===== config.mk =====
export PLATFORM = sky130hd
export DESIGN_NAME = win_scan_seq
export DESIGN_NICKNAME = d
export VERILOG_FILES = /design/src/rtl/win_scan_pkg.sv /design/src/rtl/win_scan_presc.sv /design/src/rtl/win_scan_walk.sv /design/src/rtl/win_scan_seq.sv
export SDC_FILE = /design/constraint.sdc
export NUM_CORES = 1
export LEC_CHECK = 0
export ABC_AREA = 1
export CELL_PAD_IN_SITES_DETAIL_PLACEMENT = 0
export CELL_PAD_IN_SITES_GLOBAL_PLACEMENT = 1
export CORE_UTILIZATION = 41
export DETAILED_ROUTE_END_ITERATION = 8
export HOLD_SLACK_MARGIN = 0.12
export PLACE_DENSITY_LB_ADDON = 0.1
export SKIP_CTS_REPAIR_TIMING = 1
export SYNTH_ARGS = -nofsm -noshare
export SYNTH_HDL_FRONTEND = slang
export SYNTH_SLANG_ARGS = --single-unit

===== constraint.sdc =====
create_clock -name clk -period 5.75 [get_ports clk]
set_clock_uncertainty 0.05 [all_clocks]
set_input_delay 1.15 -clock clk [delete_from_list [all_inputs] [get_ports clk]]
set_output_delay 1.15 -clock clk [all_outputs]
set_load 0.02 [all_outputs]

===== src/rtl/win_scan_pkg.sv =====
package win_scan_pkg;

    localparam int COORD_W = 8;

    typedef enum logic [1:0] {
        ST_IDLE,
        ST_LEAD,
        ST_PIX
    } scan_st_e;

    typedef struct packed {
        logic [COORD_W-1:0] x0;
        logic [COORD_W-1:0] x1;
        logic [COORD_W-1:0] y0;
        logic [COORD_W-1:0] y1;
    } win_t;

    // Falls back to the whole array when the corners are crossed or out of range.
    function automatic win_t win_norm(input win_t w, input int dim);
        win_t r;
        if ((w.x0 > w.x1) || (w.y0 > w.y1) ||
            (int'(w.x1) >= dim) || (int'(w.y1) >= dim)) begin
            r.x0 = '0;
            r.y0 = '0;
            r.x1 = COORD_W'(dim - 1);
            r.y1 = COORD_W'(dim - 1);
        end else begin
            r = w;
        end
        return r;
    endfunction

endpackage


===== src/rtl/win_scan_presc.sv =====
module win_scan_presc #(
    parameter int DIV_W = 4
) (
    input  logic             clk,
    input  logic             rst,
    input  logic             run,
    input  logic             load,
    input  logic [DIV_W-1:0] div_in,
    output logic             tick
);
    logic [DIV_W-1:0] div_q;
    logic [DIV_W-1:0] cnt_q;

    assign tick = run && (cnt_q == div_q);

    always_ff @(posedge clk) begin
        if (rst) begin
            div_q <= '0;
            cnt_q <= '0;
        end else begin
            if (load) div_q <= div_in;
            if (load || !run || tick) cnt_q <= '0;
            else                      cnt_q <= cnt_q + 1'b1;
        end
    end

    AST_TICK_GAP: assert property (@(posedge clk) disable iff (rst)
        (tick && div_q != '0) |=> !tick);

    AST_DIV_HELD: assert property (@(posedge clk) disable iff (rst)
        (run && !load) |=> $stable(div_q));

endmodule


===== src/rtl/win_scan_walk.sv =====
module win_scan_walk
    import win_scan_pkg::*;
(
    input  logic               clk,
    input  logic               rst,
    input  logic               init,
    input  win_t               win_in,
    input  logic               step,
    output logic [COORD_W-1:0] row,
    output logic [COORD_W-1:0] col,
    output logic               row_last,
    output logic               frame_last
);
    win_t win_q;

    assign row_last   = (col == win_q.x1);
    assign frame_last = row_last && (row == win_q.y1);

    always_ff @(posedge clk) begin
        if (rst) begin
            win_q <= '0;
            row   <= '0;
            col   <= '0;
        end else if (init) begin
            win_q <= win_in;
            row   <= win_in.y0;
            col   <= win_in.x0;
        end else if (step) begin
            if (row_last) begin
                col <= win_q.x0;
                row <= row + 1'b1;
            end else begin
                col <= col + 1'b1;
            end
        end
    end

    AST_COL_IN_WIN: assert property (@(posedge clk) disable iff (rst)
        step |-> (col >= win_q.x0 && col <= win_q.x1));

    AST_ROW_IN_WIN: assert property (@(posedge clk) disable iff (rst)
        step |-> (row >= win_q.y0 && row <= win_q.y1));

endmodule


===== src/rtl/win_scan_seq.sv =====
module win_scan_seq
    import win_scan_pkg::*;
#(
    parameter int ARRAY_DIM  = 160,
    parameter int FIRST_LEAD = 180,
    parameter int ROW_LEAD   = 19,
    parameter int DIV_W      = 4
) (
    input  logic               clk,
    input  logic               rst,
    input  logic               start,
    input  logic [DIV_W-1:0]   div_sel,
    input  logic [COORD_W-1:0] win_left,
    input  logic [COORD_W-1:0] win_bottom,
    input  logic [COORD_W-1:0] win_right,
    input  logic [COORD_W-1:0] win_top,
    output logic [COORD_W-1:0] row_addr,
    output logic [COORD_W-1:0] col_addr,
    output logic               sample_vld,
    output logic               frame_end,
    output logic               scan_done
);
    localparam int LEAD_MAX = (FIRST_LEAD > ROW_LEAD) ? FIRST_LEAD : ROW_LEAD;
    localparam int LEAD_W   = $clog2(LEAD_MAX + 1);

    scan_st_e          state_q;
    logic [LEAD_W-1:0] lead_q;
    logic              tick;
    logic              accept;
    logic              busy;
    logic              row_last;
    logic              frame_last;
    win_t              win_raw;
    win_t              win_ok;

    assign busy    = (state_q != ST_IDLE);
    assign accept  = start && !busy;
    assign win_raw = '{x0: win_left, x1: win_right, y0: win_bottom, y1: win_top};
    assign win_ok  = win_norm(win_raw, ARRAY_DIM);

    assign sample_vld = (state_q == ST_PIX) && tick;
    assign frame_end  = sample_vld && frame_last;

    win_scan_presc #(.DIV_W(DIV_W)) u_presc (
        .clk    (clk),
        .rst    (rst),
        .run    (busy),
        .load   (accept),
        .div_in (div_sel),
        .tick   (tick)
    );

    win_scan_walk u_walk (
        .clk        (clk),
        .rst        (rst),
        .init       (accept),
        .win_in     (win_ok),
        .step       (sample_vld && !frame_last),
        .row        (row_addr),
        .col        (col_addr),
        .row_last   (row_last),
        .frame_last (frame_last)
    );

    always_ff @(posedge clk) begin
        if (rst) begin
            state_q   <= ST_IDLE;
            lead_q    <= '0;
            scan_done <= 1'b0;
        end else begin
            case (state_q)
                ST_IDLE: if (accept) begin
                    state_q   <= ST_LEAD;
                    lead_q    <= LEAD_W'(FIRST_LEAD - 1);
                    scan_done <= 1'b0;
                end
                ST_LEAD: if (tick) begin
                    if (lead_q == '0) state_q <= ST_PIX;
                    else              lead_q  <= lead_q - 1'b1;
                end
                ST_PIX: if (tick) begin
                    if (frame_last) begin
                        state_q   <= ST_IDLE;
                        scan_done <= 1'b1;
                    end else if (row_last) begin
                        state_q <= ST_LEAD;
                        lead_q  <= LEAD_W'(ROW_LEAD - 1);
                    end
                end
                default: state_q <= ST_IDLE;
            endcase
        end
    end

    AST_DONE_AFTER_END: assert property (@(posedge clk) disable iff (rst)
        frame_end |=> (scan_done && !busy));

    AST_DONE_LOW_BUSY: assert property (@(posedge clk) disable iff (rst)
        busy |-> !scan_done);

    AST_START_IGNORED: assert property (@(posedge clk) disable iff (rst)
        (busy && start && !sample_vld) |=>
            ($stable(row_addr) && $stable(col_addr) && busy));

    AST_NO_SAMPLE_IN_LEAD: assert property (@(posedge clk) disable iff (rst)
        (state_q == ST_LEAD) |-> !sample_vld);

endmodule


## Yosys cells after proc, flatten, opt, wreduce, memory -nomap -nowiden

Cells that the tools add are included.

| word-level totals | value |
|---|---|
| register bits | 59 |
| input bits | 39 |
| output and inout bits | 19 |
| logic and storage cells | 82 |

| cells by class | value |
|---|---|
| add/subtract/negate cells | 4 |
| $lt $le $gt $ge | 4 |
| eq/ne operators | 14 |
| mux-type cells | 25 |
| reductions and logical operators | 25 |

Operators with widths:

| kind | count |
|---|---|
| 2-to-1 mux 8 bit | 12 |
| 2-to-1 mux 32 bit | 1 |
| one-hot mux 8 bit (3 select lines) | 1 |
| adder 8 x 1 -> 8 bit (second input constant) | 2 |
| equality test 8 bit | 2 |
| greater-or-equal comparator 8 bit (second input constant) | 2 |
| greater-than comparator 8 bit | 2 |
| 2-to-1 mux 2 bit | 6 |
| != test 2 bit (second input constant) | 6 |
| zero test 8 bit | 1 |
| nonzero test 2 bit | 4 |
| subtractor 8 x 1 -> 8 bit (second input constant) | 1 |
| AND reduction 7 bit | 1 |
| logical AND 1 bit | 6 |
| one-hot mux 2 bit (3 select lines) | 1 |
| logical OR 1 bit | 5 |
| AND reduction 5 bit | 1 |
| adder 4 x 1 -> 4 bit (second input constant) | 1 |
| equality test 4 bit | 1 |
| != test 2 x 1 -> 1 bit (second input constant) | 2 |
| AND reduction 4 bit | 1 |
| 2-to-1 mux 1 bit | 3 |
| != test 3 x 2 -> 1 bit (second input constant) | 1 |
| nonzero test 3 bit | 1 |
| 7 further kinds | 8 |

## Logic depth before layout (Yosys ltp)

| logic depth | value |
|---|---|
| word-level depth | 6 |
| gate-level depth with buffers | 15 |
| depth with buffers taken out | 14 |

## Hierarchy

Synthesis repeated with hierarchy kept, for this count alone.

| unflattened totals | value |
|---|---|
| cells, all modules | 631 |
| area total of the unflattened synthesis | 4192.8 µm² |

By module, submodules not included:

| module | instances | cells each | area an instance (µm²) | seq. area each (µm²) |
|---|---|---|---|---|
| win_scan_walk | 1 | 319 | 2223.4 | 800.8 |
| win_scan_seq | 1 | 263 | 1601.5 | 220.2 |
| win_scan_presc | 1 | 49 | 367.9 | 160.2 |

## Worst setup path after synthesis

OpenSTA, ideal clock, no wires.

| timing path | value |
|---|---|
| kind | flip-flop to output port |
| start | register u_walk.col[2] |
| end | output frame_end |
| arrival | 1593 ps |
| required time | 4550 ps |
| setup slack | 2957 ps |
| stages on the path, launching flop included | 10 |
| buffers on the path | 1 |
| path through | dfxtp_1 -> buf_4 -> inv_1 -> nand2_1 -> nand2_1 -> nor2_2 -> nand2_1 -> nor2_2 -> nand2_1 -> nor3_1 |

| between the ends | value |
|---|---|
| word-level cells in the longest chain between the ends | 3 |

RTL lines:

| item | line | source |
|---|---|---|
| from (decl) | win_scan_walk.sv:10 | `output logic [COORD_W-1:0] col,` |
| from (signal assigned) | win_scan_walk.sv:27 | `col <= win_in.x0;` |
| from (signal assigned) | win_scan_walk.sv:30 | `col <= win_q.x0;` |
| from (signal assigned) | win_scan_walk.sv:33 | `col <= col + 1'b1;` |
| equality test 8 bit | win_scan_walk.sv:16 | `assign row_last = (col == win_q.x1);` |
| logical AND 1 bit | win_scan_walk.sv:17 | `assign frame_last = row_last && (row == win_q.y1);` |
| logical AND 1 bit | win_scan_seq.sv:42 | `assign frame_end = sample_vld && frame_last;` |
| to (decl) | win_scan_seq.sv:20 | `output logic frame_end,` |

Every way passes these cells.

## Worst setup path after layout

Same ends and word-level chain as after synthesis.

==> flow_summary.yaml <==
run_status:
  status: "completed"
clocking:
  cts_made_buffers: 9
  cts_tree: "yes"
  clock-root-buffer: "clkbuf_8"
  clk_pin_slew_ns: 0.07
  cts-htree-levels: 3
  insertion_delay_ns: 0.34
  cts_sinks: 59
  clock_path_buffers: 2
timing:
  fin_tns_setup_ns: 0
  hold_slack_ns: 0.401
  hold_violations: 0
  rsz0062_at_grt: "no"
  setup_viol: 0
  setup_slack_ns: 1.70
  slew_viol_final: 0
  max_freq_ghz: 0.247
  relSlewSlack_pct: 20.3
  fin_crit_sh_pct: 70.5
  period_minus_slack_ns: 4.05
  worstMarginPinSlew_ns: 1.19
die:
  io_pins: 58
  dieArea_mm2: 0.0103
  start_util_pct: 43.0
  rows: 35
  die_h_um: 101
  die_x_um: 101
  core_region_area_mm2: 0.00942
place:
  globalplace.congestion: 0.871
  port_buffers: 57
  pre_cts_ws_ns: 1.45
  place_hpwl_mm: 7.69
worst_setup_path:
  crit_type: "reg2out"
  worst_ep_arrival_time_ns: 2.85
  r2r-end: "u_walk.col[6]"
  worstPathRequired_ns: 4.55
  reg2reg_depth: 11
  worstPathMaxFanout: 11
  timing.rr.start: "u_walk.col[2]"
  critPathCaptureType: "output port"
  rrSetupSlack_ns: 3.29
  critPathLaunchType: "register"
final_layout:
  n_antenna_cell: 0
  final_nets: 775
  multi_input_area_mm2: 0.00240
  fillerInstances: 982
  register_area_mm2: 0.00118
  drive_gt1_share_pct: 4.33
  fin_util_pct: 52.2
  area_delta_synth_final_pct: 21.4
yosys:
  avgSynthCellArea_um2: 6.08
  synth.largest_area_cell: "dfxtp_1"
  async_flop_share_pct: 0
  synth_nets: 730
  yosys_warnings: 0
  synth_edf_count: 0
  yosysSeqAreaShare_pct: 29.2
  synth_common_cells: "nand2_1, nor2_1, inv_1"
  syn_area_mm2: 0.00405
  synth_top_area_share_pct: 29.2
  synth_cells: 666
  ys_ff_latch: 59
  synth_cell_types: 29
  synth_ff_type: "dfxtp_1"
  synth_most_common_cell: "nand2_1"
  synth_area_leaders: "dfxtp_1, nand2_1, nor2_1, inv_1, ha_1"
hold_path:
  min_from: "scan_done"
  holdPathStages: 2
  hold_path.class: "reg2reg"
  whs_endpoint: "scan_done"
run:
  maxCapViolCount: 0
power_and_ir_drop:
  p_leak_nw: 2.22
  peakVddDrop_mv: 0.187
  p_per_area_mw_per_mm2: 396
detailed_routing:
  drt-initial-drc-count: 204
  wl_per_cell_um: 12.7
  vias: 4138
  ant_nets: 0
  vias_per_cell: 4.90
  drt-pass1-iter-count: 5
  remaining_drc_errors: 0
  wirelength_mm: 10.7
global_routing:
  antenna_found_initial: 0
  overflow: 0
  grt_pass1_vias: 3953
  track_usage_pct: 22.6
  grt_max_degree: 60
  grt_pass1_wl_mm: 18.4
## layout make-up
cell class | count | area share, %
sequential | 59 | 24.0
timing repair buffer | 58 | 11.8
multi-input combinational | 487 | 48.7
inverter | 96 | 7.33
clock inverter | 5 | 2.04
clock buffer | 11 | 2.87
tap | 129 | 3.28
## worst max-delay path, cell delays in order, from the launching register on
cell	delay (ns)
dfxtp_1	0.50
inv_1	0.08
nand2_1	0.06
nand2_1	0.05
nor2_2	0.13
nand2_1	0.08
nor2_2	0.52
nand2_1	0.22
nor3_1	0.23
clkdlybuf4s50_1	0.64
## where the power goes
group	total [mW]	leakage (nW)	switching, mW	internal (mW)
clock network	0.473	0.123	0.174	0.299
logic	0.889	1.61	0.561	0.328
registers	0.586	0.485	0.0926	0.493
## state kept, by name, summed over array words and instances, names as in the netlist
| signal | count |
|---|---|
| u_presc.div_q | 4 |
| u_walk.win_q | 24 |
| u_walk.col | 8 |
| lead_q | 8 |
| scan_done | 1 |
| u_walk.row | 8 |
| u_presc.cnt_q | 4 |
| state_q | 2 |
## worst max-delay path by stage
stage / cells past startpoint / to / startpoint / slack [ns]
after global routing: 9 / frame_end / u_walk.col[6] / 1.33
after CTS: 9 / frame_end / u_walk.col[0] / 1.65
after floorplan: 9 / frame_end / u_walk.col[2] / 2.96
after detailed placement: 10 / u_walk.win_q[23] / win_right[7] / 1.45
final: 9 / frame_end / u_walk.col[2] / 1.70
after global placement: 10 / u_walk.win_q[23] / win_top[7] / 1.47
## cell usage in the layout, fill, tap and decap left out, types with 6 or more instances in the layout
cell type / synthesis / final
xor2_1: 7 / 7
nand3_1: 36 / 36
nand2_1: 180 / 179
nand4_1: 20 / 20
clkbuf_8: 0 / 10
o21ai_0: 31 / 31
o21ai_1: 6 / 6
ha_1: 25 / 25
a21oi_1: 37 / 37
nor3_1: 14 / 14
nor2_1: 111 / 111
clkdlybuf4s50_1: 0 / 57
inv_1: 93 / 93
dfxtp_1: 59 / 59
## kinds of logic after synthesis
group | synth area share [%]
AO/OA/AOI/OAI | 10.3
buffers and inverters | 11.7
flip-flops | 29.2
adder cells (fa/ha/maj) | 7.72
AND/OR/NAND/NOR | 38.9
XOR/XNOR | 2.16
## routing by layer
layer / vias up / track usage (%) / part of all wire, %
met3: 10 / 4.55 / 4.0
met5: - / 0 / 0
li1: 2183 / - / -
met1: 1863 / 29.0 / 48
met2: 82 / 38.6 / 47
met4: 0 / 5.80 / 1.2
## metrics by stage
stage / cell area, um2 / power [mW] / std cells
detailed placement: 4680 / 1.48 / 829
floorplan: 4050 / 1.24 / 666
finish: 4920 / 1.95 / 845
global route: 4920 / 2.13 / 845
global placement: 4680 / 1.47 / 829
CTS: 4920 / 1.96 / 845
Power figures use the tool's default switching activity.
